[src/rtl/selGuardPkg.sv]
`timescale 1ns / 1ps
package selGuardPkg;
  // Mode word layout
  localparam int RUN_W      = 3;
  localparam int RUN_TX     = 0;
  localparam int RUN_RX     = 1;
  localparam int RUN_CLK    = 2;
  localparam int ROLE_BIT   = 3;
  localparam int IRQSEL_BIT = 4;
  localparam int CFG_W      = 5;

  // Write addresses
  localparam logic ADDR_MODE = 1'b0;
  localparam logic ADDR_FLAG = 1'b1;

  // Strobes from control to datapath
  typedef struct packed {
    logic swapPins;   // slave pin assignment
    logic acceptClk;  // pin clock edges reach the engine
    logic driveClk;   // clock pin driven
    logic driveData;  // transmit pin driven
  } guardStrobes_t;
endpackage

[src/rtl/selGuardSync.sv]
`timescale 1ns / 1ps
module selGuardSync #(
  parameter int   STAGES    = 2,
  parameter logic RESET_VAL = 1'b1
) (
  input  logic clk,
  input  logic rstN,
  input  logic asyncIn,
  output logic syncOut
);
  localparam int LAST = STAGES - 1;

  logic [LAST:0] chain;

  generate
    if (STAGES == 1) begin : gSingle
      always_ff @(posedge clk) begin
        if (!rstN) chain <= RESET_VAL;
        else       chain <= asyncIn;
      end
    end else begin : gChain
      always_ff @(posedge clk) begin
        if (!rstN) chain <= {STAGES{RESET_VAL}};
        else       chain <= {chain[LAST-1:0], asyncIn};
      end
    end
  endgenerate

  assign syncOut = chain[LAST];
endmodule

[src/rtl/selGuardCtrl.sv]
`timescale 1ns / 1ps
module selGuardCtrl
  import selGuardPkg::*;
#(
  parameter int SYNC_STAGES = 2
) (
  input  logic               clk,
  input  logic               rstN,
  input  logic               ssIn,
  input  logic               wrEn,
  input  logic               wrAddr,
  input  logic [CFG_W-1:0]   wrData,
  input  logic               otherIrq,
  output guardStrobes_t      strobes,
  output logic               faultFlag,
  output logic [RUN_W-1:0]   modeRun,
  output logic               roleSlave,
  output logic               irqOut
);
  logic ssSync;
  logic irqSel;
  logic modeWr;
  logic clrReq;
  logic setCond;
  logic clrOk;

  selGuardSync #(.STAGES(SYNC_STAGES), .RESET_VAL(1'b1)) ssSyncInst (
    .clk    (clk),
    .rstN   (rstN),
    .asyncIn(ssIn),
    .syncOut(ssSync)
  );

  assign modeWr  = wrEn && (wrAddr == ADDR_MODE);
  assign clrReq  = wrEn && (wrAddr == ADDR_FLAG) && !wrData[0];
  assign setCond = !roleSlave && !ssSync;
  assign clrOk   = clrReq && (roleSlave || ssSync);

  always_ff @(posedge clk) begin
    if (!rstN) begin
      modeRun   <= '0;
      roleSlave <= 1'b1;
      irqSel    <= 1'b0;
    end else if (modeWr) begin
      modeRun   <= wrData[RUN_W-1:0];
      roleSlave <= wrData[ROLE_BIT];
      irqSel    <= wrData[IRQSEL_BIT];
    end
  end

  // Hardware set wins over a clear on the same edge
  always_ff @(posedge clk) begin
    if (!rstN)        faultFlag <= 1'b0;
    else if (setCond) faultFlag <= 1'b1;
    else if (clrOk)   faultFlag <= 1'b0;
  end

  always_comb begin
    strobes.swapPins  = roleSlave;
    strobes.acceptClk = roleSlave && !ssSync;
    strobes.driveClk  = !roleSlave && ssSync && !faultFlag && modeRun[RUN_CLK];
    strobes.driveData = !faultFlag && modeRun[RUN_TX] &&
                        (roleSlave ? !ssSync : ssSync);
  end

  assign irqOut = irqSel ? faultFlag : otherIrq;

  assert_set_on_low_R5: assert property (@(posedge clk) disable iff (!rstN)
    (!roleSlave && !ssSync) |=> faultFlag);

  assert_sticky_R6: assert property (@(posedge clk) disable iff (!rstN)
    (faultFlag && !clrReq) |=> faultFlag);

  assert_clear_blocked_R7: assert property (@(posedge clk) disable iff (!rstN)
    (clrReq && !roleSlave && !ssSync) |=> faultFlag);

  assert_slave_clear_R8: assert property (@(posedge clk) disable iff (!rstN)
    (clrReq && roleSlave) |=> !faultFlag);

  assert_run_kept_R9: assert property (@(posedge clk) disable iff (!rstN)
    !modeWr |=> $stable(modeRun));
endmodule

[src/rtl/selGuardPath.sv]
`timescale 1ns / 1ps
module selGuardPath
  import selGuardPkg::*;
#(
  parameter int SYNC_STAGES = 2
) (
  input  logic          clk,
  input  logic          rstN,
  input  guardStrobes_t strobes,
  input  logic          sclkPinIn,
  input  logic          pinAIn,
  input  logic          pinBIn,
  input  logic          engClkIn,
  input  logic          engTxBit,
  output logic          sclkPinOut,
  output logic          sclkPinOe,
  output logic          pinAOut,
  output logic          pinAOe,
  output logic          pinBOut,
  output logic          pinBOe,
  output logic          engRxBit,
  output logic          engClkRise,
  output logic          engClkFall
);
  logic sclkSync;
  logic sclkPrev;

  selGuardSync #(.STAGES(SYNC_STAGES), .RESET_VAL(1'b1)) sclkSyncInst (
    .clk    (clk),
    .rstN   (rstN),
    .asyncIn(sclkPinIn),
    .syncOut(sclkSync)
  );

  always_ff @(posedge clk) begin
    if (!rstN) sclkPrev <= 1'b1;
    else       sclkPrev <= sclkSync;
  end

  assign engClkRise = strobes.acceptClk && sclkSync && !sclkPrev;
  assign engClkFall = strobes.acceptClk && !sclkSync && sclkPrev;

  assign sclkPinOut = engClkIn;
  assign sclkPinOe  = strobes.driveClk;

  assign pinAOut  = engTxBit;
  assign pinBOut  = engTxBit;
  assign pinAOe   = strobes.driveData && !strobes.swapPins;
  assign pinBOe   = strobes.driveData && strobes.swapPins;
  assign engRxBit = strobes.swapPins ? pinAIn : pinBIn;
endmodule

[src/rtl/selGuard.sv]
`timescale 1ns / 1ps
module selGuard
  import selGuardPkg::*;
#(
  parameter int SYNC_STAGES = 2
) (
  input  logic             clk,
  input  logic             rstN,
  input  logic             ssIn,
  input  logic             wrEn,
  input  logic             wrAddr,
  input  logic [CFG_W-1:0] wrData,
  input  logic             sclkPinIn,
  output logic             sclkPinOut,
  output logic             sclkPinOe,
  input  logic             pinAIn,
  output logic             pinAOut,
  output logic             pinAOe,
  input  logic             pinBIn,
  output logic             pinBOut,
  output logic             pinBOe,
  input  logic             engClkIn,
  input  logic             engTxBit,
  output logic             engRxBit,
  output logic             engClkRise,
  output logic             engClkFall,
  input  logic             otherIrq,
  output logic             irqOut,
  output logic             faultFlag,
  output logic [RUN_W-1:0] modeRun,
  output logic             roleSlave
);
  guardStrobes_t strobes;

  selGuardCtrl #(.SYNC_STAGES(SYNC_STAGES)) ctrlInst (
    .clk      (clk),
    .rstN     (rstN),
    .ssIn     (ssIn),
    .wrEn     (wrEn),
    .wrAddr   (wrAddr),
    .wrData   (wrData),
    .otherIrq (otherIrq),
    .strobes  (strobes),
    .faultFlag(faultFlag),
    .modeRun  (modeRun),
    .roleSlave(roleSlave),
    .irqOut   (irqOut)
  );

  selGuardPath #(.SYNC_STAGES(SYNC_STAGES)) pathInst (
    .clk       (clk),
    .rstN      (rstN),
    .strobes   (strobes),
    .sclkPinIn (sclkPinIn),
    .pinAIn    (pinAIn),
    .pinBIn    (pinBIn),
    .engClkIn  (engClkIn),
    .engTxBit  (engTxBit),
    .sclkPinOut(sclkPinOut),
    .sclkPinOe (sclkPinOe),
    .pinAOut   (pinAOut),
    .pinAOe    (pinAOe),
    .pinBOut   (pinBOut),
    .pinBOe    (pinBOe),
    .engRxBit  (engRxBit),
    .engClkRise(engClkRise),
    .engClkFall(engClkFall)
  );

  assert_hiz_on_fault_R5: assert property (@(posedge clk) disable iff (!rstN)
    faultFlag |-> (!sclkPinOe && !pinAOe && !pinBOe));

  assert_master_b_input_R4: assert property (@(posedge clk) disable iff (!rstN)
    !roleSlave |-> !pinBOe);

  assert_slave_no_clk_drive_R2: assert property (@(posedge clk) disable iff (!rstN)
    roleSlave |-> (!sclkPinOe && !pinAOe));
endmodule

[config.mk]
export PLATFORM = sky130hd
export DESIGN_NAME = selGuard
export DESIGN_NICKNAME = d
export VERILOG_FILES = /design/src/rtl/selGuardPkg.sv /design/src/rtl/selGuardSync.sv /design/src/rtl/selGuardCtrl.sv /design/src/rtl/selGuardPath.sv /design/src/rtl/selGuard.sv
export SDC_FILE = /design/constraint.sdc
export NUM_CORES = 1
export LEC_CHECK = 0
export BUFFER_PORTS_ARGS = -buffer_cell sky130_fd_sc_hd__buf_2
export CAP_MARGIN = 20
export CORE_AREA = 2 2 39 41
export CTS_CLUSTER_DIAMETER = 100
export DETAILED_ROUTE_END_ITERATION = 10
export DIE_AREA = 0 0 41 43
export GPL_ROUTABILITY_DRIVEN = 0
export PLACE_DENSITY = 0.83
export RECOVER_POWER = 25
export SLEW_MARGIN = 20
export SYNTH_ARGS = -nofsm -noshare
export SYNTH_HDL_FRONTEND = slang
export SYNTH_SLANG_ARGS = --single-unit
[constraint.sdc]
create_clock -name clk -period 2 [get_ports clk]
set_clock_uncertainty 0.15 [all_clocks]
set_input_delay 0.1 -clock clk [delete_from_list [all_inputs] [get_ports clk]]
set_output_delay 0.1 -clock clk [all_outputs]
set_load 0.03 [all_outputs]
Word-level counts from Yosys, hierarchy flattened
Index checks and enable logic that the tools add are counted.

cells by class
  muxes and demuxes = 5
  bitwise gates (word level) = 1
  reductions and logical operators = 25

operators by type and width
  cell                number
  1-bit logical AND   17
  1-bit zero test     6
  1-bit 2-to-1 mux    5
  2-bit nonzero test  1
  1-bit logical OR    1
  1-bit inverter      1

storage, ports and cells
  register bits after elaboration = 11
  input bits = 16
  output and inout port bits = 15
  word-level logic and storage cells = 38

Longest topological paths before layout
  depth after elaboration = 5
  gate-level depth with buffers = 4
  depth with buffers taken out = 4

Hierarchy
From an unflattened synthesis, not the netlist that was laid out.

unflattened totals
  cells, all modules = 54
  area, all modules = 544.3 um2

by module, submodules not included
  module        times used  cells an instance  area an instance (um2)  sequential area each (um2)
  selGuardCtrl  1           35                 334.1                   120.1
  selGuardPath  1           11                 105.1                   20.0
  selGuardSync  2           4                  52.6                    40.0

Least setup slack after synthesis
Ideal clock, no wire load.

  path kind = reg-to-output
  from = register ctrlInst.roleSlave
  to = output port pinAOe
  arrival = 1.711 ns
  required time = 1.750 ns
  path slack = 0.039 ns
  cell stages (with the launch flop) = 5
  path buffers = 0
  path through = dfxtp_1 > inv_1 > ha_1 > nand2_1 > nor3_1

between the ends
  word-level cells in the longest chain between the ends = 3
  elaborated cells on any way between the ends = 4
  classes of those cells = mux (1); reduce/logical (3)

ends and longest elaborated chain
  item                    line                text
  start, declared         selGuardCtrl.sv:17  output logic roleSlave,
  start signal, assigned  selGuardCtrl.sv:46  roleSlave <= wrData[ROLE_BIT];
  1-bit 2-to-1 mux        selGuardCtrl.sv:63  (roleSlave ? !ssSync : ssSync);
  1-bit logical AND       selGuardCtrl.sv:62  strobes.driveData = !faultFlag && modeRun[RUN_TX] &&
  1-bit logical AND (*)   selGuardPath.sv:48  assign pinAOe = strobes.driveData && !strobes.swapPins;
  end, declared           selGuard.sv:18      output logic pinAOe,

Mark *: on every way between the ends. The rest lies on a longest branch, timed or not.

Worst setup path in the final report
  from = register ctrlInst.roleSlave
  to = register ctrlInst.faultFlag

between the ends
  word-level cells in the longest chain between the ends = 3
  elaborated cells on any way between the ends = 6
  classes of those cells = mux (1); reduce/logical (5)

ends and longest elaborated chain
  item                                                           line                text
  1-bit zero test (*)                                            selGuardCtrl.sv:36  assign setCond = !roleSlave && !ssSync;
  1-bit logical AND (*)                                          selGuardCtrl.sv:36
  net ctrlInst.setCond                                           selGuardCtrl.sv:24  logic setCond;
  1-bit 2-to-1 mux / 2-bit nonzero test (equally long branches)  n/a
  end signal, assigned                                           selGuardCtrl.sv:53  if (!rstN) faultFlag <= 1'b0;
  end signal, assigned                                           selGuardCtrl.sv:54  else if (setCond) faultFlag <= 1'b1;
  end signal, assigned                                           selGuardCtrl.sv:55  else if (clrOk) faultFlag <= 1'b0;
  end, declared                                                  selGuardCtrl.sv:15  output logic faultFlag,

The timed path passes the listed nets; every way through them passes the cells marked *.
A chain may end at the register's enable or synchronous reset.

==> impl_metrics.ini <==
[floorplanning]
die_x_um = 41
coreArea_um2 = 1380
dieArea_um2 = 1760
start_util_pct = 38.1
ios = 31
dieHeight_um = 43
fp-row-count = 14

[sta]
slew_violations = 0
fin_setup_tns_ns = 0
setup-violations-final = 0
hold_viol = 0
tightest_slew_ns = 0.239
rsz0062_at_grt = false
fmax_ghz = 0.560
slew_headroom_pct = 84.0
setup_slack_ns = 0.215
min_period_over_period_pct = 89.2
fin_crit_ns = 1.78

[grt]
grt_max_degree = 16
grt_pass1_vias = 448
antenna_found_initial = 0
grt_pass1_wl_um = 1740
gr-total-overflow = 0
grt_util_all_layers_pct = 14.9

[pwr]
p_sw_uw = 122
p_leak_uw = 0.000385
power_density_nw_per_um2 = 631
p_total_uw = 469
vdd_drop_max_uv = 429
swShare_pct = 26.0
internal-power_uw = 347
combPwrFrac_pct = 18.1
pwr-share-seq_pct = 50.2
clockPowerShare_pct = 31.6

[cells_and_area]
syn_to_final_growth_pct = 41.1
diodes = 0
drive_gt1_share_pct = 37.2
final_util_pct = 53.7
final_cell_area_um2 = 743
fin_nets = 106

[critical_path]
crit_arrival_ns = 1.79
r2r-start = ctrlInst.roleSlave$_SDFFE_PN1P_
cp-start-kind = flip-flop
r2r-end = ctrlInst.faultFlag$_SDFFE_PN0P_
worstSetupPathType = reg -> reg
crit_fanout = 5
cp.required_ns = 2.01
ff2ff_path_depth = 5
endpoint_kind = flip-flop
r2r_slack_ns = 0.22

[cts]
insertion_delay_ns = 0.25
numCtsBuffers = 3
clock_sinks = 11
clockRootBuffer = clkbuf_4
clk_pin_slew_ns = 0.08
htree_num_levels = 1
cts_tree = yes
clock_path_buffers = 2
cts_resized = 0
postCtsSetupBuffers = 0

[drt]
drtIter0Drc = 3
ant_nets = 0
vias = 465
drc = 0
viasPerCell = 4.56
first_pass_iters = 4
routed_wl_um = 1160
wl_per_cell_um = 11.4

[placement]
io_buffer_count = 25
placed_cell_area_um2 = 627
dp_hpwl_um = 804
dp_worst_setup_slack_ns = 0.560

[yosys]
ys_seq_area_share_pct = 41.8
ys_seq_elements = 11
synth.avg_cell_area_um2 = 9.94
synthCells = 53
synth_top_area_share_pct = 41.8
synth_largest_area_cell = dfxtp_1
syn_area_um2 = 527
synthTopCellsByArea = dfxtp_1 (42%), mux2i_1 (7.6%), ha_1 (7.1%)
ys_warn_count = 0
syn_nets = 72
synth_cell_types = 17

[hold_path]
hold_class = in -> reg
min_from = wrAddr
hold_depth = 3
worstHoldEndpoint = ctrlInst.modeRun[2]$_SDFFE_PN0P_

[run]
maxCapViolCount = 0

[status]
status = finished clean
-- cells by family (layout without fill, tap and decap cells) --
| kind of cell | Yosys count | count (layout) | synth area share (%) |
|---|---|---|---|
| simple gates | 23 | 23 | 24.9 |
| fa+ha+maj | 3 | 3 | 7.13 |
| buf+inv | 7 | 40 | 9.98 |
| mux | 6 | 6 | 11.9 |
| flops | 11 | 11 | 41.8 |
| compound gates | 3 | 3 | 4.28 |
-- cell usage after synthesis --
cell       n
nor2b_4    1
a31oi_1    1
inv_1      2
nor2_1     2
or2b_1     5
buf_6      2
dfxtp_1   11
nor3_1     2
mux2_2     2
buf_4      3
nand3b_1   1
o211ai_1   1
and3b_1    2
mux2i_1    4
ha_1       3
nand2_1   10
o21ai_2    1
-- critical path, cell delays in order, from the launching register on --
cell and delay [ns]:
dfxtp_1 0.41, inv_1 0.12, ha_1 0.24, nor2_1 0.12, a31oi_1 0.09, dlygate4sd3_1 0.55
-- worst max-delay path by stage --
| stage | depth (start not counted) | to | startpoint |
|---|---|---|---|
| after CTS | 5 | ctrlInst.faultFlag$_SDFFE_PN0P_ | ctrlInst.roleSlave$_SDFFE_PN1P_ |
| after global placement | 5 | pinBOe | ctrlInst.roleSlave$_SDFFE_PN1P_ |
| final | 5 | ctrlInst.faultFlag$_SDFFE_PN0P_ | ctrlInst.roleSlave$_SDFFE_PN1P_ |
| after detailed placement | 5 | pinBOe | ctrlInst.roleSlave$_SDFFE_PN1P_ |
| after floorplan | 4 | pinAOe | ctrlInst.roleSlave$_SDFFE_PN1P_ |
| after global routing | 5 | pinAOe | ctrlInst.roleSlave$_SDFFE_PN1P_ |
-- layout by cell type, fill, tap and decap left out --
cell type	instances
or2b_1	5
mux2_2	2
nand2_1	10
nor3_1	2
dfxtp_1	11
o211ai_1	1
and3b_1	2
inv_1	2
clkbuf_4	3
a31oi_1	1
buf_2	25
dlygate4sd3_1	9
clkbuf_1	1
nand3b_1	1
ha_1	3
o21ai_2	1
nor2_1	2
nor2b_4	1
mux2i_1	4
-- state kept, by name (all words and copies together), names as in the netlist --
register,flops
ctrlInst.ssSyncInst.chain,2
ctrlInst.irqSel,1
pathInst.sclkPrev,1
ctrlInst.roleSlave,1
ctrlInst.faultFlag,1
ctrlInst.modeRun,3
pathInst.sclkSyncInst.chain,2
-- stage by stage --
step / hold slack [ns] / std cells
after detailed placement: 0.0502 / 89
after global routing: 0.0351 / 102
after floorplan: 0.0464 / 53
after global placement: 0.0502 / 89
after CTS: 0.0291 / 102
final: 0.0334 / 102
-- cell type report --
type                    instances  area [um2]
clock buffers                   4        26.3
inverters                       2        7.51
fillers                       119         641
well taps                      16        20.0
multi-input cells              35         254
flip-flops and latches         11         220
repair buffers                 34         215
-- timing repair --
item	4_1_cts	5_1_grt
hold buffers	9	0
setup endpoints to repair	0	0
endpoints found under the hold margin	8	0
-- power groups by stage --
stage	Sequential (uW)	Combinational, uW	Clock [uW]
after floorplan	249	50.6	0
after global placement	240	69.2	0
after detailed placement	240	71.9	0
after CTS	235	84.5	151
after global routing	237	92.2	162
final	235	84.9	148
-- metal layers --
metal	global-route usage [%]	share of wire [%]	vias up
met3	1.57	5.5	2
met4	8.00	1.0	0
met1	15.5	41	209
met5	0	0	-
li1	-	-	236
met2	26.6	52	18
Power figures use the tool's default switching activity.
